--- src/rtl/fsr_pkg.sv ---
package fsr_pkg;
  localparam int CSR_W     = 32;
  localparam int EXC_W     = 5;
  localparam int RM_LSB    = 0;
  localparam int RM_W      = 2;
  localparam int FLAG_LSB  = 2;
  localparam int EN_LSB    = 7;
  localparam int CAUSE_LSB = 12;
  localparam int CAUSE_W   = 6;
  localparam int DN_BIT    = 18;
  localparam int USED_W    = DN_BIT + 1;
  localparam logic [CSR_W-1:0] LOAD_MASK = CSR_W'((64'd1 << USED_W) - 64'd1);
  localparam logic [RM_W-1:0]  RM_TRUNC  = 2'b01;
  localparam int VEC_W = 12;
  localparam logic [VEC_W-1:0] TRAP_CODE = 12'h120;

  typedef enum logic [1:0] {
    EV_ARITH  = 2'd0,
    EV_CMP_EQ = 2'd1,
    EV_CMP_GT = 2'd2,
    EV_RSVD   = 2'd3
  } ev_kind_e;

  typedef enum logic [1:0] {
    REL_LT = 2'd0,
    REL_EQ = 2'd1,
    REL_GT = 2'd2,
    REL_UN = 2'd3
  } rel_e;
endpackage

--- src/rtl/fsr_event_unit.sv ---
module fsr_event_unit
  import fsr_pkg::*;
(
  input  logic [CSR_W-1:0] csr,
  input  logic             ev_valid,
  input  logic [1:0]       ev_kind,
  input  logic [1:0]       ev_rel,
  input  logic [EXC_W-1:0] ev_exc,
  output logic [CSR_W-1:0] csr_nxt,
  output logic             trap,
  output logic             t_we,
  output logic             t_val
);
  logic             is_cmp;
  logic             do_status;
  logic [EXC_W-1:0] cause_acc;

  assign is_cmp    = (ev_kind == EV_CMP_EQ) || (ev_kind == EV_CMP_GT);
  assign do_status = ev_valid && (!is_cmp || ev_rel == REL_UN);
  assign cause_acc = csr[CAUSE_LSB +: EXC_W] | ev_exc;

  always_comb begin
    csr_nxt = csr;
    trap    = 1'b0;
    if (do_status) begin
      csr_nxt[FLAG_LSB +: EXC_W] = ev_exc;
      if (|ev_exc) begin
        csr_nxt[CAUSE_LSB +: EXC_W] = cause_acc;
        trap = |(cause_acc & csr[EN_LSB +: EXC_W]);
      end
    end
  end

  always_comb begin
    t_we  = ev_valid && is_cmp && (ev_rel != REL_UN);
    t_val = (ev_kind == EV_CMP_EQ) ? (ev_rel == REL_EQ) : (ev_rel == REL_GT);
  end
endmodule

--- src/rtl/fsr_mode_decode.sv ---
module fsr_mode_decode
  import fsr_pkg::*;
(
  input  logic [CSR_W-1:0] csr,
  output logic             round_trunc,
  output logic             flush_zero
);
  assign round_trunc = (csr[RM_LSB +: RM_W] == RM_TRUNC);
  assign flush_zero  = csr[DN_BIT];
endmodule

--- src/rtl/fsr_tbit.sv ---
module fsr_tbit (
  input  logic clk,
  input  logic rst_n,
  input  logic hold,
  input  logic we,
  input  logic val,
  output logic t_q
);
  always_ff @(posedge clk or negedge rst_n) begin
    if (!rst_n)
      t_q <= 1'b0;
    else if (we && !hold)
      t_q <= val;
  end
endmodule

--- src/rtl/fp_status_reg.sv ---
module fp_status_reg
  import fsr_pkg::*;
(
  input  logic             clk,
  input  logic             rst_n,
  input  logic             sw_we,
  input  logic [31:0]      sw_wdata,
  input  logic [31:0]      sw_wmask,
  input  logic             ev_valid,
  input  logic [1:0]       ev_kind,
  input  logic [1:0]       ev_rel,
  input  logic [4:0]       ev_exc,
  output logic [31:0]      csr_q,
  output logic             round_trunc,
  output logic             flush_zero,
  output logic             trap_req,
  output logic [11:0]      trap_vec,
  output logic             t_bit
);
  logic [CSR_W-1:0] ev_nxt;
  logic [CSR_W-1:0] sw_nxt;
  logic             ev_trap;
  logic             t_we;
  logic             t_val;

  fsr_event_unit u_event (
    .csr      (csr_q),
    .ev_valid (ev_valid),
    .ev_kind  (ev_kind),
    .ev_rel   (ev_rel),
    .ev_exc   (ev_exc),
    .csr_nxt  (ev_nxt),
    .trap     (ev_trap),
    .t_we     (t_we),
    .t_val    (t_val)
  );

  assign sw_nxt = ((csr_q & ~sw_wmask) | (sw_wdata & sw_wmask)) & LOAD_MASK;

  always_ff @(posedge clk or negedge rst_n) begin
    if (!rst_n) begin
      csr_q    <= '0;
      trap_req <= 1'b0;
    end else begin
      csr_q    <= sw_we ? sw_nxt : ev_nxt;
      trap_req <= ev_trap && !sw_we;
    end
  end

  assign trap_vec = trap_req ? TRAP_CODE : '0;

  fsr_mode_decode u_decode (
    .csr         (csr_q),
    .round_trunc (round_trunc),
    .flush_zero  (flush_zero)
  );

  fsr_tbit u_tbit (
    .clk   (clk),
    .rst_n (rst_n),
    .hold  (sw_we),
    .we    (t_we),
    .val   (t_val),
    .t_q   (t_bit)
  );
endmodule

--- config.mk ---
export PLATFORM = sky130hd
export DESIGN_NAME = fp_status_reg
export DESIGN_NICKNAME = d
export VERILOG_FILES = /design/src/rtl/fsr_pkg.sv /design/src/rtl/fsr_event_unit.sv /design/src/rtl/fsr_mode_decode.sv /design/src/rtl/fsr_tbit.sv /design/src/rtl/fp_status_reg.sv
export SDC_FILE = /design/constraint.sdc
export NUM_CORES = 1
export LEC_CHECK = 0
export ABC_CLOCK_PERIOD_IN_PS = 1100
export BUFFER_PORTS_ARGS = -buffer_cell sky130_fd_sc_hd__buf_2
export CORE_AREA = 2 2 54 76
export DETAILED_ROUTE_END_ITERATION = 12
export DIE_AREA = 0 0 56 78
export PLACE_DENSITY = 0.77
export SYNTH_ARGS = -nofsm -noshare
export SYNTH_HDL_FRONTEND = slang
export SYNTH_SLANG_ARGS = --single-unit
--- constraint.sdc ---
create_clock -name clk -period 1.1 [get_ports clk]
set_input_delay 0.165 -clock clk [delete_from_list [all_inputs] [get_ports clk]]
set_output_delay 0.165 -clock clk [all_outputs]
set_load 0.05 [all_outputs]
# ---- Word level (Yosys, flattened, before mapping)
# Index checks and enable logic that the tools add are counted.
# W data, S select, Z words.
dict set report word_totals {
  reg_bits 34
  inputBits 77
  output_inout_bits 48
  word_cells 40
}
dict set report classes {
  n_eq_ne 7
  n_bitwise 6
  muxes 8
  n_reduce_logical 14
}
# operator count
set op_table {}
lappend op_table {{$and A19 B19 Y19} 2}
lappend op_table {{$mux W32} 1}
lappend op_table {{$not A19 Y19} 1}
lappend op_table {{$or A19 B19 Y19} 1}
lappend op_table {{$mux W5} 3}
lappend op_table {{$reduce_or A5 Y1} 2}
lappend op_table {{$mux W9} 1}
lappend op_table {{$eq A2 B1 Y1 const B} 3}
lappend op_table {{$eq A2 B2 Y1 const B} 3}
lappend op_table {{$and A5 B5 Y5} 1}
lappend op_table {{$logic_and A1 B1 Y1} 5}
lappend op_table {{$or A5 B5 Y5} 1}
lappend op_table {{$reduce_bool A2 Y1} 2}
lappend op_table {{$mux W1} 3}
lappend op_table {{$logic_not A1 Y1} 2}
lappend op_table {{$logic_or A1 B1 Y1} 2}
lappend op_table {{$ne A2 B2 Y1 const B} 1}
lappend op_table {{$reduce_and A2 Y1} 1}

# ---- Logic depth before layout (Yosys ltp)
dict set report logic_depth {
  depth_word 7
  depth_mapped 6
  depth_no_buf 5
}

# ---- Hierarchy
# From an unflattened synthesis, not the netlist that was laid out.
dict set report hier_totals {
  hier_cells 178
  hier_area_um2 1948.1
}
# module cells_per_inst area_each_um2 instances seq_area_each_um2
set modules_own_cells {}
lappend modules_own_cells {fp_status_reg 123 1496.4 1 825.8}
lappend modules_own_cells {fsr_event_unit 50 376.6 1 0.0}
lappend modules_own_cells {fsr_tbit 3 53.8 1 25.0}
lappend modules_own_cells {fsr_mode_decode 2 21.3 1 0.0}

# ---- Least setup slack after synthesis
# OpenSTA, ideal clock, no wires.
dict set report synth_path {
  path_kind {register -> output}
  start {register (tool-made name)}
  end {output port round_trunc}
  path_slack_ns -0.464
  path_stages_with_launch 2
  arrival_ns 1.399
  t_required_ns 0.935
  n_path_buf 0
  cell_sequence {dfrtp_1 -> nor2b_1}
}
# element line
set synth_rtl {}
lappend synth_rtl {{end, declared} fp_status_reg.sv:14} ;# output logic round_trunc,

==> run summary <==
# rows - 26
dpl cells - 249
Synth Warn # - 0
total CTS buffers - 3
Worst Setup Start Kind - flop
Pre-Repair DR Iteration Count - 5
Vias/cell - 4.734
worst hold path type - in2reg
final std cells w/o fill - 252
Synth Cell Area - 0.001264 mm^2
fin crit period - 1.135 ns
number of synthesized flops with an enable pin - 0
vias after detailed routing - 1193
Synth Area per Inst - 9.721 um^2
setup violators final - 2
post-synthesis sequential area ratio - 41.58%
layout cell share with drive strength beyond 1 - 52.38%
DP Worst Slack - -0.1839 ns
CTS tree - yes
most common cell after layout, fill and taps aside - buf_2
Netlist cell types - 24
Final Cycle Share - 103.2%
Crit. End Element - output pin
setup total negative slack - -0.04230 ns
main area contributors after synthesis - dfrtp_1 42%, buf_4 16%, mux2_2 8.0%, nand2_1 5.9%, mux2i_1 4.8%
routability congestion estimate - 0.7580
gr ovfl total - 0
commonest non-fill, non-tap cells in the layout - 65 x buf_2, 23 x conb_1, 20 x nand2_1
DRC - 0
power per cell area - 1545 mW/mm^2
Die H - 78 um
Worst-path clk slew - 0.08 ns
Primary FF master, synth - dfrtp_1
largest area contributor in the netlist - dfrtp_1
hpwl dp - 2535 um
antenna violations before repair - 0
failing checks - setup timing
Sink Count - 21
clock latency on the worst-skew pair - 0.26 ns
HP Start - sw_wdata[9]
worst-path fanout max - 3
die area - 0.004368 mm^2
storage element area - 536.8 um^2
n_diodes - 0
routed length per instance - 12.17 um
Fin Clk Skew - 0.001749 ns
gr usage total - 14.54%
Starting DRT DRC Count - 20
worst setup path class - reg2out
status - complete, but fails checks
Post-Synthesis Cells - 130
first-pass GRT wire length - 5161 um
clk root buf - clkbuf_8
final core occ - 48.08%
Seq cells post-synth - 21
Buffers on Ports - 75
Ports - 125
largest net degree at the start of global routing - 22
final net count - 289
footprint of the multi-input gates - 615.6 um^2
final setup margin - -0.03472 ns
Max Cap Viol - 0
clk buf depth - 2
max-slew violation count - 0
Fmax achieved - 881.3 MHz
Leak - 0.8912 nW
area delta synth->final - 38.61%
fraction of registers with async set/reset - 100.0%
Post-DRT Antenna Nets - 0
Initial Util - 34.68%
Max H-tree Level - 1
vias in the first global route - 1230
maximum vdd drop - 0.8666 mV
unrepaired setup endpoints after global routing - true
Req. time, crit path - 0.94 ns
DRT Wirelength - 3066 um
critical path arrival - 0.97 ns
Hold Fails Final Rpt - 0
share of the synthesized area in the top cell type - 41.58%
fillers - 365
Die Wd - 56 um
core area - 0.003643 mm^2
==> cell type report <==
type                    count  area share (%)
repair buffers             85           28.36
clock buffers               3           2.357
multi-input cells          99           35.14
inverters                   1          0.2143
well taps                  42           3.000
flip-flops and latches     21           30.64
clock inverters             1          0.2857
==> through the flow <==
step           area [um^2]  hold WS (ns)  power (W)
2_1_floorplan         1384       -0.1306   0.001921
3_3_place_gp          1667        0.1492   0.002165
3_5_place_dp          1667        0.1566   0.002181
4_1_cts               1734        0.1305   0.002711
5_1_grt               1752        0.1239   0.002854
6_report              1752        0.1355   0.002707
==> metal layers <==
| layer | share of wire [%] | up-vias | track usage (%) |
|---|---|---|---|
| met3 | 7.3 | 6 | 1.833 |
| met4 | 1.6 | 0 | 5.000 |
| met2 | 54 | 68 | 26.94 |
| met1 | 38 | 549 | 16.86 |
| met5 | 0 | - | 0 |
| li1 | - | 570 | - |
==> Yosys cell counts (all sizes together) (2+ instances only) <==
| cell | count |
|---|---|
| buf | 30 |
| a311oi | 5 |
| nor2b | 2 |
| o211ai | 5 |
| nand2 | 20 |
| o21ai | 4 |
| dfrtp | 21 |
| nand3 | 10 |
| mux2i | 6 |
| a21oi | 7 |
| mux2 | 9 |
==> where the power goes <==
part           switching, W  internal, W  total, W  leakage (nW)
Sequential        0.0000878     0.000894  0.000981         0.237
Combinational      0.000865     0.000355   0.00122         0.629
Clock              0.000254     0.000252  0.000505        0.0255
==> path summary, 6_finish.rpt <==
check / end / slack (ns) / depth (start not counted)
hold / removal: flop / 0.14 / 2
setup / recovery: round_trunc / -0.03 / 2
min in group asynchronous: asynchronous set/reset pin / 0.39 / 2
setup reg to reg: trap_req$_DFF_PN0_ / 0.09 / 3
max in group asynchronous: asynchronous set/reset pin / 0.37 / 2
hold reg to reg: flop / 0.52 / 1
==> worst max-delay path: stages (launching register included) <==
cell and delay (ns):
dfrtp_1 0.43, nor2b_4 0.12, buf_6 0.16
==> kinds of logic after synthesis <==
kind of cell    after synthesis  synth area share [%]
simple gates                 36                 13.66
compound gates               24                 12.87
flops                        21                 41.58
mux                          15                 12.77
fa+ha+maj                     1                0.9899
buf+inv                      32                 17.82
other cells                   1                0.2967
==> what timing repair did <==
| item | CTS | global route |
|---|---|---|
| hold buffers | 1 | 0 |
| setup buffers | 0 | 0 |
| hold endpoints to repair | 21 | 0 |
| cloned | 0 | 0 |
| setup endpoints to repair | 4 | 9 |
| gates resized for setup | 8 | 12 |
Power figures use the tool's default switching activity.
